### src/rtl/ccdseq_pkg.sv
package ccdseq_pkg;

    typedef enum logic [2:0] {
        CLS_NONE    = 3'd0,
        CLS_PRESCAN = 3'd1,
        CLS_ISOL    = 3'd2,
        CLS_DARK    = 3'd3,
        CLS_ACTIVE  = 3'd4
    } pix_cls_t;

    typedef enum logic [1:0] {
        ST_IDLE,
        ST_LEAD,
        ST_ELEM,
        ST_TAIL
    } seq_st_t;

endpackage

### src/rtl/ccdseq_elem_map.sv
module ccdseq_elem_map
    import ccdseq_pkg::*;
#(
    parameter int PRE_N   = 12,
    parameter int ISO_A_N = 1,
    parameter int DARK_N  = 16,
    parameter int ISO_B_N = 5,
    parameter int IDX_W   = 11
) (
    input  logic [IDX_W-1:0] idx,
    output pix_cls_t         cls
);
    // Region boundaries along the line, in element order
    localparam int END_PRE   = PRE_N;
    localparam int END_ISO_A = END_PRE + ISO_A_N;
    localparam int END_DARK  = END_ISO_A + DARK_N;
    localparam int END_ISO_B = END_DARK + ISO_B_N;

    always_comb begin
        if (int'(idx) < END_PRE)        cls = CLS_PRESCAN;
        else if (int'(idx) < END_ISO_A) cls = CLS_ISOL;
        else if (int'(idx) < END_DARK)  cls = CLS_DARK;
        else if (int'(idx) < END_ISO_B) cls = CLS_ISOL;
        else                            cls = CLS_ACTIVE;
    end

endmodule

### src/rtl/ccdseq_phase_gen.sv
module ccdseq_phase_gen #(
    parameter int EL_CYC    = 8,
    parameter int RST_START = 1,
    parameter int RST_LEN   = 2,
    parameter int SUB_W     = 3
) (
    input  logic [SUB_W-1:0] sub,
    output logic             ph1_low,
    output logic             rst_win,
    output logic             smp_slot
);
    localparam int HALF     = EL_CYC / 2;
    localparam int RST_END  = RST_START + RST_LEN;
    // Sample one cycle after the reset pulse has ended
    localparam int SMP_AT   = RST_END + 1;

    always_comb begin
        ph1_low  = int'(sub) < HALF;
        rst_win  = (int'(sub) >= RST_START) && (int'(sub) < RST_END);
        smp_slot = int'(sub) == SMP_AT;
    end

endmodule

### src/rtl/ccd_line_seq.sv
module ccd_line_seq
    import ccdseq_pkg::*;
#(
    parameter int PRE_N       = 12,
    parameter int ISO_A_N     = 1,
    parameter int DARK_N      = 16,
    parameter int ISO_B_N     = 5,
    parameter int USEFUL_FULL = 1024,
    parameter int EL_CYC      = 8,
    parameter int RST_START   = 1,
    parameter int RST_LEN     = 2,
    parameter int LEAD_CYC    = 13,
    parameter int TAIL_CYC    = 13
) (
    input  logic       clk,
    input  logic       rst_n,
    input  logic       line_start,
    input  logic       dual_out,
    input  logic       bin_h,
    output logic       ph1,
    output logic       ph2,
    output logic       charge_rst,
    output logic [2:0] pix_class,
    output logic       sample_vld,
    output logic       line_done
);
    localparam int OVERHEAD = PRE_N + ISO_A_N + DARK_N + ISO_B_N;
    localparam int LEN_FULL = OVERHEAD + USEFUL_FULL;
    localparam int LEN_HALF = OVERHEAD + USEFUL_FULL / 2;
    localparam int IDX_W    = $clog2(LEN_FULL);
    localparam int SUB_W    = (EL_CYC > 2) ? $clog2(EL_CYC) : 1;
    localparam int GAP_MAX  = (LEAD_CYC > TAIL_CYC) ? LEAD_CYC : TAIL_CYC;
    localparam int CNT_W    = $clog2(GAP_MAX + 1);

    localparam logic [IDX_W-1:0] LAST_FULL = IDX_W'(LEN_FULL - 1);
    localparam logic [IDX_W-1:0] LAST_HALF = IDX_W'(LEN_HALF - 1);
    localparam logic [SUB_W-1:0] SUB_LAST  = SUB_W'(EL_CYC - 1);
    localparam logic [CNT_W-1:0] LEAD_LAST = CNT_W'(LEAD_CYC - 1);
    localparam logic [CNT_W-1:0] TAIL_LAST = CNT_W'(TAIL_CYC - 1);

    typedef struct packed {
        seq_st_t          st;
        logic [CNT_W-1:0] cnt;
        logic [SUB_W-1:0] sub;
        logic [IDX_W-1:0] elem;
        logic             dual;
        logic             bin;
        logic             done;
    } seq_t;

    typedef struct packed {
        logic     ph1;
        logic     rst;
        pix_cls_t tag;
        logic     vld;
        logic     done;
    } drv_t;

    seq_t seq_d, seq_q;
    drv_t drv_d, drv_q;

    logic [IDX_W-1:0] last_idx;
    pix_cls_t         nxt_cls;
    logic             nxt_ph1_low;
    logic             nxt_rst_win;
    logic             nxt_smp_slot;

    assign last_idx = seq_q.dual ? LAST_HALF : LAST_FULL;

    // Sequencing: gap counters, element walk, mode latch
    always_comb begin
        seq_d      = seq_q;
        seq_d.done = 1'b0;
        unique case (seq_q.st)
            ST_IDLE: begin
                if (line_start) begin
                    seq_d.st   = ST_LEAD;
                    seq_d.cnt  = '0;
                    seq_d.sub  = '0;
                    seq_d.elem = '0;
                    seq_d.dual = dual_out;
                    seq_d.bin  = bin_h;
                end
            end
            ST_LEAD: begin
                if (seq_q.cnt == LEAD_LAST) begin
                    seq_d.st   = ST_ELEM;
                    seq_d.sub  = '0;
                    seq_d.elem = '0;
                end else begin
                    seq_d.cnt = seq_q.cnt + 1'b1;
                end
            end
            ST_ELEM: begin
                if (seq_q.sub == SUB_LAST) begin
                    seq_d.sub = '0;
                    if (seq_q.elem == last_idx) begin
                        seq_d.st   = ST_TAIL;
                        seq_d.cnt  = '0;
                        seq_d.done = 1'b1;
                    end else begin
                        seq_d.elem = seq_q.elem + 1'b1;
                    end
                end else begin
                    seq_d.sub = seq_q.sub + 1'b1;
                end
            end
            ST_TAIL: begin
                if (seq_q.cnt == TAIL_LAST) begin
                    seq_d.st = ST_IDLE;
                end else begin
                    seq_d.cnt = seq_q.cnt + 1'b1;
                end
            end
            default: seq_d.st = ST_IDLE;
        endcase
    end

    ccdseq_elem_map #(
        .PRE_N   (PRE_N),
        .ISO_A_N (ISO_A_N),
        .DARK_N  (DARK_N),
        .ISO_B_N (ISO_B_N),
        .IDX_W   (IDX_W)
    ) u_map (
        .idx (seq_d.elem),
        .cls (nxt_cls)
    );

    ccdseq_phase_gen #(
        .EL_CYC    (EL_CYC),
        .RST_START (RST_START),
        .RST_LEN   (RST_LEN),
        .SUB_W     (SUB_W)
    ) u_phase (
        .sub      (seq_d.sub),
        .ph1_low  (nxt_ph1_low),
        .rst_win  (nxt_rst_win),
        .smp_slot (nxt_smp_slot)
    );

    // Output decode from the next sequencing state, so the drive is registered
    logic in_elem_d;
    logic rst_elem_d;
    logic cls_smp_d;

    always_comb begin
        in_elem_d  = seq_d.st == ST_ELEM;
        rst_elem_d = !seq_d.bin || seq_d.elem[0];
        cls_smp_d  = (nxt_cls == CLS_PRESCAN) || (nxt_cls == CLS_DARK) ||
                     (nxt_cls == CLS_ACTIVE);
        drv_d.ph1  = !(in_elem_d && nxt_ph1_low);
        drv_d.rst  = in_elem_d && nxt_rst_win && rst_elem_d;
        drv_d.tag  = in_elem_d ? nxt_cls : CLS_NONE;
        drv_d.vld  = in_elem_d && nxt_smp_slot && rst_elem_d && cls_smp_d;
        drv_d.done = seq_d.done;
    end

    always_ff @(posedge clk or negedge rst_n) begin
        if (!rst_n) begin
            seq_q <= '{st: ST_IDLE, cnt: '0, sub: '0, elem: '0,
                       dual: 1'b0, bin: 1'b0, done: 1'b0};
            drv_q <= '{ph1: 1'b1, rst: 1'b0, tag: CLS_NONE, vld: 1'b0, done: 1'b0};
        end else begin
            seq_q <= seq_d;
            drv_q <= drv_d;
        end
    end

    assign ph1        = drv_q.ph1;
    assign ph2        = ~drv_q.ph1;
    assign charge_rst = drv_q.rst;
    assign pix_class  = drv_q.tag;
    assign sample_vld = drv_q.vld;
    assign line_done  = drv_q.done;

    // State brought out for the bound checker
    logic             bin_act;
    logic [IDX_W-1:0] elem_idx;
    assign bin_act  = seq_q.bin;
    assign elem_idx = seq_q.elem;

endmodule

### config.mk
export PLATFORM = sky130hd
export DESIGN_NAME = ccd_line_seq
export DESIGN_NICKNAME = d
export VERILOG_FILES = /design/src/rtl/ccdseq_pkg.sv /design/src/rtl/ccdseq_elem_map.sv /design/src/rtl/ccdseq_phase_gen.sv /design/src/rtl/ccd_line_seq.sv
export SDC_FILE = /design/constraint.sdc
export NUM_CORES = 1
export LEC_CHECK = 0
export ABC_AREA = 1
export ABC_CLOCK_PERIOD_IN_PS = 4500
export BUFFER_PORTS_ARGS = -buffer_cell sky130_fd_sc_hd__buf_2
export CAP_MARGIN = 10
export CORE_ASPECT_RATIO = 0.7
export CORE_MARGIN = 8
export CORE_UTILIZATION = 50
export DETAILED_ROUTE_END_ITERATION = 7
export PLACE_DENSITY = 0.68
export SETUP_SLACK_MARGIN = 0.3
export SLEW_MARGIN = 20
export SYNTH_ARGS = -nofsm -noshare
export SYNTH_HDL_FRONTEND = slang
export SYNTH_SLANG_ARGS = --single-unit
### constraint.sdc
create_clock -name clk -period 4.5 [get_ports clk]
set_clock_uncertainty 0.1 [all_clocks]
set_input_delay 0.9 -clock clk [delete_from_list [all_inputs] [get_ports clk]]
set_output_delay 0.9 -clock clk [all_outputs]
set_load 0.03 [all_outputs]
# Word-level counts from Yosys, hierarchy flattened
# Index checks and enable logic that the tools add are counted.
[classes]
n_reduce_logical = 15
bitwise_logic = 1
magnitude_cmp = 7
n_eq_ne = 14
n_mux = 22
n_addsub = 3
[ops]
columns = ["op", "n"]
rows = [
  ["$pmux W14 S3", 1],
  ["$mux W11", 3],
  ["$pmux W6 S4", 1],
  ["$lt A11 B4 Y1 const B", 2],
  ["$mux W22", 1],
  ["$mux W3", 6],
  ["$mux W14", 1],
  ["$mux W6", 2],
  ["$add A11 B1 Y11 const B", 1],
  ["$eq A11 B11 Y1", 1],
  ["$lt A11 B5 Y1 const B", 1],
  ["$lt A11 B6 Y1 const B", 1],
  ["$eq A3 B3 Y1 const B", 3],
  ["$logic_and A1 B1 Y1", 7],
  ["$eq A2 B2 Y1 const B", 3],
  ["$ne A2 B2 Y1 const B", 3],
  ["$add A4 B1 Y4 const B", 1],
  ["$eq A4 B4 Y1 const B", 1],
  ["$mux W1", 4],
  ["$mux W2", 2],
  ["$mux W4", 1],
  ["$add A3 B1 Y3 const B", 1],
  ["$eq A3 B1 Y1 const B", 1],
  ["$eq A3 B2 Y1 const B", 1],
  ["10 further kinds", 13],
]
[totals]
reg_bits = 29
out_inout_bits = 8
wordCells = 73

# Longest topological paths before layout
# Gate-level depths: netlist of the first run.
[depth]
ltp_word = 14
ltp_mapped = 17
depth_no_buf = 17

# Cells and area by module
# A second synthesis of the first run with hierarchy kept.
[hier_totals]
hier_cells = 248
area_unflattened_um2 = 1788.0
[by_module_without_submodules]
columns = ["mod", "cells_per_inst", "seq_area_each_um2", "area_each_um2", "n_inst"]
rows = [
  ["ccd_line_seq", 214, 726.9, 1651.6, 1],
  ["ccdseq_elem_map", 28, 0.0, 112.6, 1],
  ["ccdseq_phase_gen", 6, 0.0, 23.8, 1],
]

# Worst setup path after synthesis of the first run
# OpenSTA, ideal clock, no wires.
[synth_timing]
path_kind = "register -> register"
from = "reg seq_q[14] (netlist bit)"
to = "reg drv_q (netlist bit pix_class[1])"
path_stages_with_launch = 14
slack_ns = 2.409
setup_time_ns = 0.072
arrival_ns = 1.920
n_path_buf = 1
cell_sequence = "dfrtp_1 > ha_1 > ha_1 > buf_2 > inv_1 > nand2_1 > nand3_2 > nand3_4 > or2_4 > a21oi_2 > nand2_1 > nor2_2 > nand2_1 > nor2_1"
[synth_rtl]
columns = ["item", "line_no", "source"]
rows = [
  ["from (decl)", "ccd_line_seq.sv:59", "seq_t seq_d, seq_q;"],
  ["from (signal assigned)", "ccd_line_seq.sv:161", "seq_q <= '{st: ST_IDLE, cnt: '0, sub: '0, elem: '0,"],
  ["from (signal assigned)", "ccd_line_seq.sv:165", "seq_q <= seq_d;"],
  ["to (signal assigned)", "ccd_line_seq.sv:163", "drv_q <= '{ph1: 1'b1, rst: 1'b0, tag: CLS_NONE, vld: 1'b0, done: 1'b0};"],
  ["to (signal assigned)", "ccd_line_seq.sv:166", "drv_q <= drv_d;"],
  ["to (decl)", "ccd_line_seq.sv:60", "drv_t drv_d, drv_q;"],
]

==> metrics.cfg, run 1 <==
[global_route]
grt_pass1_wl_um = 7617
grt_max_degree = 30
overflow = 0
grt_usage = 0.1505
grt_pass1_vias = 1576
grt_antenna_before_repair = 0

[floorplanning]
dieArea_mm2 = 0.006370
std_cell_rows = 19
io_pins = 13
die_x_um = 92.03
die_h_um = 69.22
initial_core_util = 0.5189
core_area_mm2 = 0.003899

[pwr]
power_density_mw_per_mm2 = 223.8
power_uw = 489.9
power.switching_uw = 103.3
clkPwrFrac = 0.454
p_leak_nw = 1.116
power_frac_comb = 0.014
switching_share = 0.2109
ir_worst_vdd_mv = 0.2336
power_frac_seq = 0.532
p_int_uw = 386.6

[sta]
rsz0062_at_grt = no
relSlewSlack = 0.5617
worst_slew_pin_slew_ns = 0.6574
setup_tns_ns = 0
post-route-period-util = 0.5479
fmax_mhz = 405.6
min_period_ns = 2.466
hold_ws_ns = 0.4211
final-hold-violation-count = 0
setup_viol = 0
drv_slew = 0

[route]
vias = 1777
wl_per_cell_um = 12.79
route.detailed.drc = 0
ant_nets = 0
drt_iter0_markers = 109
routed_wl_um = 4427
drt-pass1-iter-count = 4
vias_per_cell = 5.136

[cts]
ctsResizeCount = 0
cts.clk_slew.worst_paths_ns = 0.07
cts_made_buffers = 5
clock_sinks = 29
clk_path_buf_depth = 2
post-cts-setup-buffers = 0
clkLatencyLatePin_ns = 0.28
hold_buffers = 0
ctsRootBufferMaster = clkbuf_8
htree_num_levels = 2
cts_tree = built

[placement]
dp_hpwl_um = 3359
gp_congestion = 0.8669
port_buffers = 12
dpl-instance-area_mm2 = 0.002100

[min_path]
hold_path_class = flop to flop

[critical_path]
startpoint_type = flop
end_kind = flop
rrSetupSlack_ns = 2.03
critPathKind = flop to flop
cp.arrival_ns = 2.57
cp_max_fo = 12
critical_path_required_ns = 4.60

[cells_and_area]
nets = 304
final_cell_mix = 80 x nand2_1, 43 x nand3_1, 28 x dfrtp_1
layout-drive-gt1-share = 0.2007
layout_commonest_cell = nand2_1
syn_to_final_growth_pct = 8.225
final_area_mm2 = 0.002190
diodes = 0

[yosys]
ys_types = 35
netlist_area_mm2 = 0.002023
synth_seq_area_share = 0.3593
ys_ff_latch = 29
synth_warnings = 0
synthCells = 280
syn_nets = 291
syn_avg_cell_area_um2 = 7.226

[outcome]
status = completed

[flow_run]
drv_cap = 0

-- path summary, 6_finish.rpt --
path | startpoint | end | cells after the start
max in group asynchronous | rst_n | sample_vld | 1
worst min-delay path | bin_act | bin_act | 1
worst min register to register | bin_act | bin_act | 1
min in group asynchronous | rst_n | seq_q[19] | 1
worst max register to register | seq_q[15] | sample_vld | 12
worst max-delay path | seq_q[15] | sample_vld | 12
-- worst max-delay path, cell delays in order (launching register included) --
cell,delay (ns)
dfrtp_1,0.37
ha_1,0.15
ha_1,0.42
nand3_1,0.17
nor2_2,0.20
nand3_1,0.09
nand3_1,0.12
nand3_1,0.10
nor2_1,0.13
nand2_2,0.11
nor3_2,0.14
nand3_1,0.13
a21oi_1,0.15
-- synth_stat cells, drive strengths merged --
library cell | count | area [µm²]
a21oi | 8 | 47.55
buf | 6 | 48.79
clkinv | 2 | 8.750
dfrtp | 28 | 700.7
dfstp | 1 | 26.28
ha | 6 | 75.07
inv | 33 | 123.9
mux2 | 1 | 11.26
nand2 | 87 | 349.1
nand3 | 52 | 335.3
nand3b | 1 | 7.510
nand4 | 3 | 18.77
nor2 | 32 | 137.6
nor3 | 2 | 15.01
nor3b | 1 | 7.510
o211ai | 1 | 7.510
o21a | 1 | 7.510
o21ai | 8 | 40.03
o21bai | 1 | 7.510
or2 | 3 | 21.27
xnor2 | 1 | 8.760
xor2 | 2 | 17.52
-- state kept, by name, indices dropped and copies added (netlist names) --
name	flops
sample_vld	1
pix_class	3
line_done	1
seq_q	10
ph1	1
elem_idx	11
bin_act	1
charge_rst	1
-- power by group through the flow --
stage | Clock [mW] | Sequential (mW) | Combinational (mW)
finish | 0.222 | 0.261 | 0.00684
global route | 0.243 | 0.261 | 0.00809
CTS | 0.228 | 0.261 | 0.00724
detailed placement | 0 | 0.266 | 0.00725
global placement | 0 | 0.266 | 0.00711
floorplan | 0 | 0.266 | 0.000256
-- stage by stage --
| step | util | setup slack, ns | std cells |
|---|---|---|---|
| finish | 0.5616 | 2.034 | 346 |
| global route | 0.5616 | 1.768 | 346 |
| CTS | 0.5616 | 2.046 | 346 |
| detailed placement | 0.5385 | 2.043 | 338 |
| global placement | 0.5385 | 2.114 | 338 |
| floorplan | - | 2.409 | 280 |
-- routing by layer --
| metal | share of wire | routed length, µm | GRT usage | up-vias |
|---|---|---|---|---|
| li1 | - | - | - | 926 |
| met1 | 0.55 | 2434 | 0.2297 | 813 |
| met2 | 0.40 | 1754 | 0.1851 | 33 |
| met3 | 0.042 | 187 | 0.05081 | 5 |
| met4 | 0.012 | 51 | 0.04982 | 0 |
| met5 | 0 | 0 | 0 | - |
-- final cells by class --
type / count / area (µm²)
clock buffer: 8 / 90.09
fill: 393 / 1709
inverter: 35 / 132.6
multi-input combinational: 210 / 1115
sequential: 29 / 726.9
tap: 52 / 65.06
timing repair buffer: 12 / 60.06
-- cells by family (layout without fill, tap and decap cells) --
kind of cell,count (synthesis),in the layout,share of synthesized area
and+or+nand+nor,181,181,0.4409
muxes,1,1,0.005565
adders and majority gates,6,6,0.03710
buffers and inverters,41,55,0.08967
xor gates and xnor gates,3,3,0.01299
AOI/OAI and AO/OA,19,19,0.05442
DFF,29,29,0.3593
No activity file was read; power rests on OpenSTA's default activity.
==> inputs of run 2 (changes only) <==
--- a/config.mk
+++ b/config.mk
@@ -6,14 +6,14 @@
 export NUM_CORES = 1
 export LEC_CHECK = 0
 export ABC_AREA = 1
-export ABC_CLOCK_PERIOD_IN_PS = 4500
+export ABC_CLOCK_PERIOD_IN_PS = 2200
 export BUFFER_PORTS_ARGS = -buffer_cell sky130_fd_sc_hd__buf_2
 export CAP_MARGIN = 10
 export CORE_ASPECT_RATIO = 0.7
 export CORE_MARGIN = 8
 export CORE_UTILIZATION = 50
 export DETAILED_ROUTE_END_ITERATION = 7
-export PLACE_DENSITY = 0.68
+export PLACE_DENSITY = 0.7
 export SETUP_SLACK_MARGIN = 0.3
 export SLEW_MARGIN = 20
 export SYNTH_ARGS = -nofsm -noshare
==> constraint.sdc (replaced) <==
create_clock -name clk -period 2.2 [get_ports clk]
set_clock_uncertainty 0.1 [all_clocks]
set_input_delay 0.44 -clock clk [delete_from_list [all_inputs] [get_ports clk]]
set_output_delay 0.44 -clock clk [all_outputs]
set_load 0.03 [all_outputs]
==> metrics.cfg, run 2 (synthesis results as in run 1) <==
[outcome]
status = completed

[cells_and_area]
fill_cells = 317
nets = 341
layout_commonest_cell = nand2_1
diodes = 0
syn_to_final_growth_pct = 34.51
final_area_mm2 = 0.002721
layout-drive-gt1-share = 0.4048
final_cell_mix = 77 x nand2_1, 31 x buf_4, 29 x nand3_1
largest_reg_flops = 11
post-route-util = 0.6980

[sta]
worst_slew_pin_slew_ns = 0.6685
setup_viol = 0
fmax_mhz = 455.3
post-route-period-util = 0.9984
min_period_ns = 2.197
final-hold-violation-count = 0
hold_ws_ns = 0.09798
rsz0062_at_grt = yes
drv_slew = 0
setup_tns_ns = 0
relSlewSlack = 0.5543

[cts]
cts.clk_slew.worst_paths_ns = 0.07
cts_made_buffers = 5
htree_num_levels = 2
clk_path_buf_depth = 2
ctsRootBufferMaster = clkbuf_8
clock_sinks = 29
cts_tree = built
hold_buffers = 0
clkLatencyLatePin_ns = 0.28

[placement]
port_buffers = 12
dp_hpwl_um = 3569
gp_congestion = 0.8515
dpl-instance-area_mm2 = 0.002220

[route]
wl_per_cell_um = 14.66
vias_per_cell = 5.222
vias = 2000
drt_iter0_markers = 124
routed_wl_um = 5615
drt-pass1-iter-count = 4
ant_nets = 0
route.detailed.drc = 0

[critical_path]
critPathMaxStageDelay_ns = 0.37
reg2reg_from = seq_q[14]
path_common_cell = buf_4
crit_path_cell_trace = ha_2, ha_4, nand3_2, buf_6, nor2_1, nand2_1, nand3_1, nand2_2, buf_4, buf_4, buf_4, buf_4, buf_4
critPathKind = flop to flop
reg2reg_depth = 13
end_kind = flop
rrSetupSlack_ns = 0.003
critical_path_required_ns = 2.27
cp.arrival_ns = 2.27
crit_path_top_delay_cell = dfrtp_1
path_buf_inv = 6
cp_max_fo = 4
startpoint_type = flop
r2r_end = elem_idx[7]
cp-startpoint = seq_q[14]
cp_top_family = buffers and inverters

[pwr]
ir_worst_vdd_mv = 0.4347
power_density_mw_per_mm2 = 411.8
power_mw = 1.121
p_leak_nw = 1.390

[flow_run]
drv_cap = 0

[global_route]
grt_pass1_vias = 1940
grt_antenna_before_repair = 0
overflow = 0
grt_usage = 0.1724
grt_max_degree = 30
grt_pass1_wl_um = 9087

[floorplanning]
die_h_um = 69.22
dieArea_mm2 = 0.006370
io_pins = 13
core_area_mm2 = 0.003899
std_cell_rows = 19
die_x_um = 92.03
initial_core_util = 0.5189

[min_path]
hold_path_class = primary input to async pin

run 2: cell types whose count changed in the layout (fill, tap and decap cells not counted), sizes merged:
cell    previous run  this run
buf               12        48
bufbuf             0         1
bufinv             0         1
clkbuf             8         7
clkinv             2         1
inv               33        34
run 2: area by class of cell:
class / count / area (µm²) / area share
tap: 52 / 65.06 / 0.02391
clock inverter: 1 / 30.03 / 0.01103
multi-input combinational: 210 / 1284 / 0.4717
clock buffer: 7 / 86.33 / 0.03172
timing repair buffer: 49 / 385.4 / 0.1416
sequential: 29 / 730.7 / 0.2685
inverter: 35 / 140.1 / 0.05149
run 2: power breakdown:
part           leakage (nW)  internal [mW]  switching (mW)
clock                0.0585          0.369           0.204
combinational         0.974        0.00263          0.0116
sequential            0.357          0.533               0
total                  1.39          0.905           0.216
run 2: worst reg2reg max path: stages (launching register included):
cell	delay, ns
dfrtp_1	0.37
ha_2	0.20
ha_4	0.18
nand3_2	0.11
buf_6	0.14
nor2_1	0.09
nand2_1	0.07
nand3_1	0.12
nand2_2	0.09
buf_4	0.14
buf_4	0.12
buf_4	0.12
buf_4	0.12
buf_4	0.12
run 2: stage by stage:
step | setup WS [ns] | std cells
floorplan | 0.2745 | 280
global placement | 0.01384 | 351
detailed placement | 0.02366 | 351
CTS | 0.07128 | 377
global route | -0.05667 | 383
finish | 0.003493 | 383
run 2: worst max path at each step:
| stage | slack, ns | depth (start not counted) | end |
|---|---|---|---|
| final | 0.003 | 13 | elem_idx[7] |
| after global routing | -0.06 | 13 | elem_idx[7] |
| after CTS | 0.07 | 14 | pix_class[1] |
| after detailed placement | 0.02 | 16 | pix_class[1] |
| after global placement | 0.01 | 13 | pix_class[1] |
| after floorplan | 0.27 | 14 | pix_class[1] |
run 2: metal layers:
metal	up-vias	global-route usage	wire length (µm)
li1	994	-	-
met1	950	0.2458	2739
met2	50	0.2627	2580
met3	6	0.03243	254
met4	0	0.03381	41
met5	-	0	0
run 2: what timing repair did:
action	4_1_cts	5_1_grt
pin swaps	16	14
setup buffers	17	6
gates cloned	1	0
setup endpoints to repair	6	9
endpoints found under the hold margin	0	0
gates resized for setup	23	28
==> inputs of run 3 (changes only) <==
--- a/config.mk
+++ b/config.mk
@@ -6,14 +6,15 @@
 export NUM_CORES = 1
 export LEC_CHECK = 0
 export ABC_AREA = 1
-export ABC_CLOCK_PERIOD_IN_PS = 2200
+export ABC_CLOCK_PERIOD_IN_PS = 2600
 export BUFFER_PORTS_ARGS = -buffer_cell sky130_fd_sc_hd__buf_2
 export CAP_MARGIN = 10
 export CORE_ASPECT_RATIO = 0.7
 export CORE_MARGIN = 8
 export CORE_UTILIZATION = 50
+export CTS_BUF_LIST = sky130_fd_sc_hd__clkbuf_2 sky130_fd_sc_hd__clkbuf_4 sky130_fd_sc_hd__clkbuf_8
 export DETAILED_ROUTE_END_ITERATION = 7
-export PLACE_DENSITY = 0.7
+export PLACE_DENSITY = 0.68
 export SETUP_SLACK_MARGIN = 0.3
 export SLEW_MARGIN = 20
 export SYNTH_ARGS = -nofsm -noshare
==> constraint.sdc (replaced) <==
create_clock -name clk -period 2.6 [get_ports clk]
set_clock_uncertainty 0.1 [all_clocks]
set_input_delay 0.52 -clock clk [delete_from_list [all_inputs] [get_ports clk]]
set_output_delay 0.52 -clock clk [all_outputs]
set_load 0.03 [all_outputs]
==> metrics.cfg, run 3 (synthesis results as in run 1) <==
[outcome]
status = completed

[cells_and_area]
fill_cells = 353
final_cell_mix = 80 x nand2_1, 33 x nand3_1, 25 x dfrtp_1
layout_commonest_cell = nand2_1
syn_to_final_growth_pct = 16.95
multiInputGateArea_mm2 = 0.001212
stdcell_count = 352
diodes = 0
largest_reg_flops = 11
nets = 310
seqCellArea_um2 = 730.7
final_area_mm2 = 0.002366
layout-drive-gt1-share = 0.3000

[pwr]
power_uw = 956.1
p_leak_nw = 1.181
ir_worst_vdd_mv = 0.2528
power_density_mw_per_mm2 = 404.1

[critical_path]
critical_path_required_ns = 2.71
path_common_cell = nand2_1
critPathMaxStageDelay_ns = 0.38
end_kind = flop
critPathKind = flop to flop
startpoint_type = flop
cp.arrival_ns = 2.26
crit_path_top_delay_cell = dfrtp_1
crit_path_cell_trace = ha_2, ha_4, buf_4, or2_2, nand3_1, nand3_4, nand2_1, nor2_1, nand2_1, nor2_2, nor2_2, nand2_1, nor2_1
cp_max_fo = 9

[floorplanning]
initial_core_util = 0.5189
io_pins = 13
dieArea_mm2 = 0.006370
std_cell_rows = 19
die_h_um = 69.22
die_x_um = 92.03
core_area_mm2 = 0.003899

[sta]
post-route-period-util = 0.8274
min_period_ns = 2.151
fmax_mhz = 464.9
worst_slew_pin_slew_ns = 0.6485
relSlewSlack = 0.5677
drv_slew = 0
final-hold-violation-count = 0
rsz0062_at_grt = no
hold_ws_ns = 0.1669
setup_tns_ns = 0
setup_viol = 0

[placement]
port_buffers = 12
gp_congestion = 0.8777
dp_hpwl_um = 3462
dpl-instance-area_mm2 = 0.002115
placedCellCount = 340

[cts]
cts_tree = built
clk_path_buf_depth = 2
htree_num_levels = 2
clkLatencyLatePin_ns = 0.28
cts_made_buffers = 5
ctsRootBufferMaster = clkbuf_8
cts.clk_slew.worst_paths_ns = 0.06
clock_sinks = 29

[global_route]
met3_usage = 0.05081
overflow = 0
grt_usage = 0.1510
grt_antenna_before_repair = 0
grt_pass1_vias = 1607
top_usage_layer = met1
grt_pass1_wl_um = 7824
gr-usage-met2 = 0.1946
use_met1 = 0.2258
grt_max_degree = 30

[route]
routed_wl_um = 4702
route.detailed.drc = 0
vias = 1821
drt-pass1-iter-count = 4
drt_iter0_markers = 105
vias_per_cell = 5.173
ant_nets = 0
wl_per_cell_um = 13.36

[flow_run]
drv_cap = 0

[min_path]
hold_path_class = primary input to async pin

==> run 3: critical path: cells and delay by family, from the launching register on <==
kind	cells	cell delay [ns]
AND/OR/NAND/NOR	10	1.05
flip-flops	1	0.38
buffers and inverters	1	0.17
adder cells (fa/ha/maj)	2	0.38
==> run 3: report_power, final <==
part,switching (mW),internal [mW],leakage (nW)
logic,0.00960,0.00223,0.762
clock network,0.170,0.322,0.0619
registers,0,0.451,0.357
==> run 3: worst paths after layout <==
check	from	to	slack (ns)	depth (start not counted)
hold reg to reg	bin_act	bin_act	0.44	1
hold / removal	rst_n	seq_q[18]	0.17	1
max in group asynchronous	rst_n	elem_idx[1]	1.77	1
min in group clk	dual_out	seq_q[2]	0.39	3
setup / recovery	seq_q[15]	pix_class[1]	0.45	13
setup reg to reg	seq_q[15]	pix_class[1]	0.45	13
==> run 3: metrics by stage <==
step                        util  worst slack, ns
after floorplan                -           0.5087
after global placement    0.5424           0.3659
after detailed placement  0.5424           0.3715
after CTS                 0.5732           0.3280
after global routing      0.6069           0.2716
final                     0.6069           0.4489
==> run 3: final cells by class <==
type	count	area share
Timing Repair Buffer	18	0.04442
Clock buffer	7	0.03808
Clock inverter	1	0.01269
Inverter	35	0.05605
Sequential cell	29	0.3088
Tap cell	52	0.02750
Multi-Input combinational cell	210	0.5124
==> run 3: repair_timing <==
item,CTS,global route
setup endpoints to repair,0,6
resized for setup,0,26
hold buffers,0,0
setup buffers,0,4
==> run 3: layer usage <==
layer,vias to the layer above,part of all wire
met5,-,0
met1,817,0.51
met2,63,0.38
met4,0,0.0081
met3,4,0.094
li1,937,-
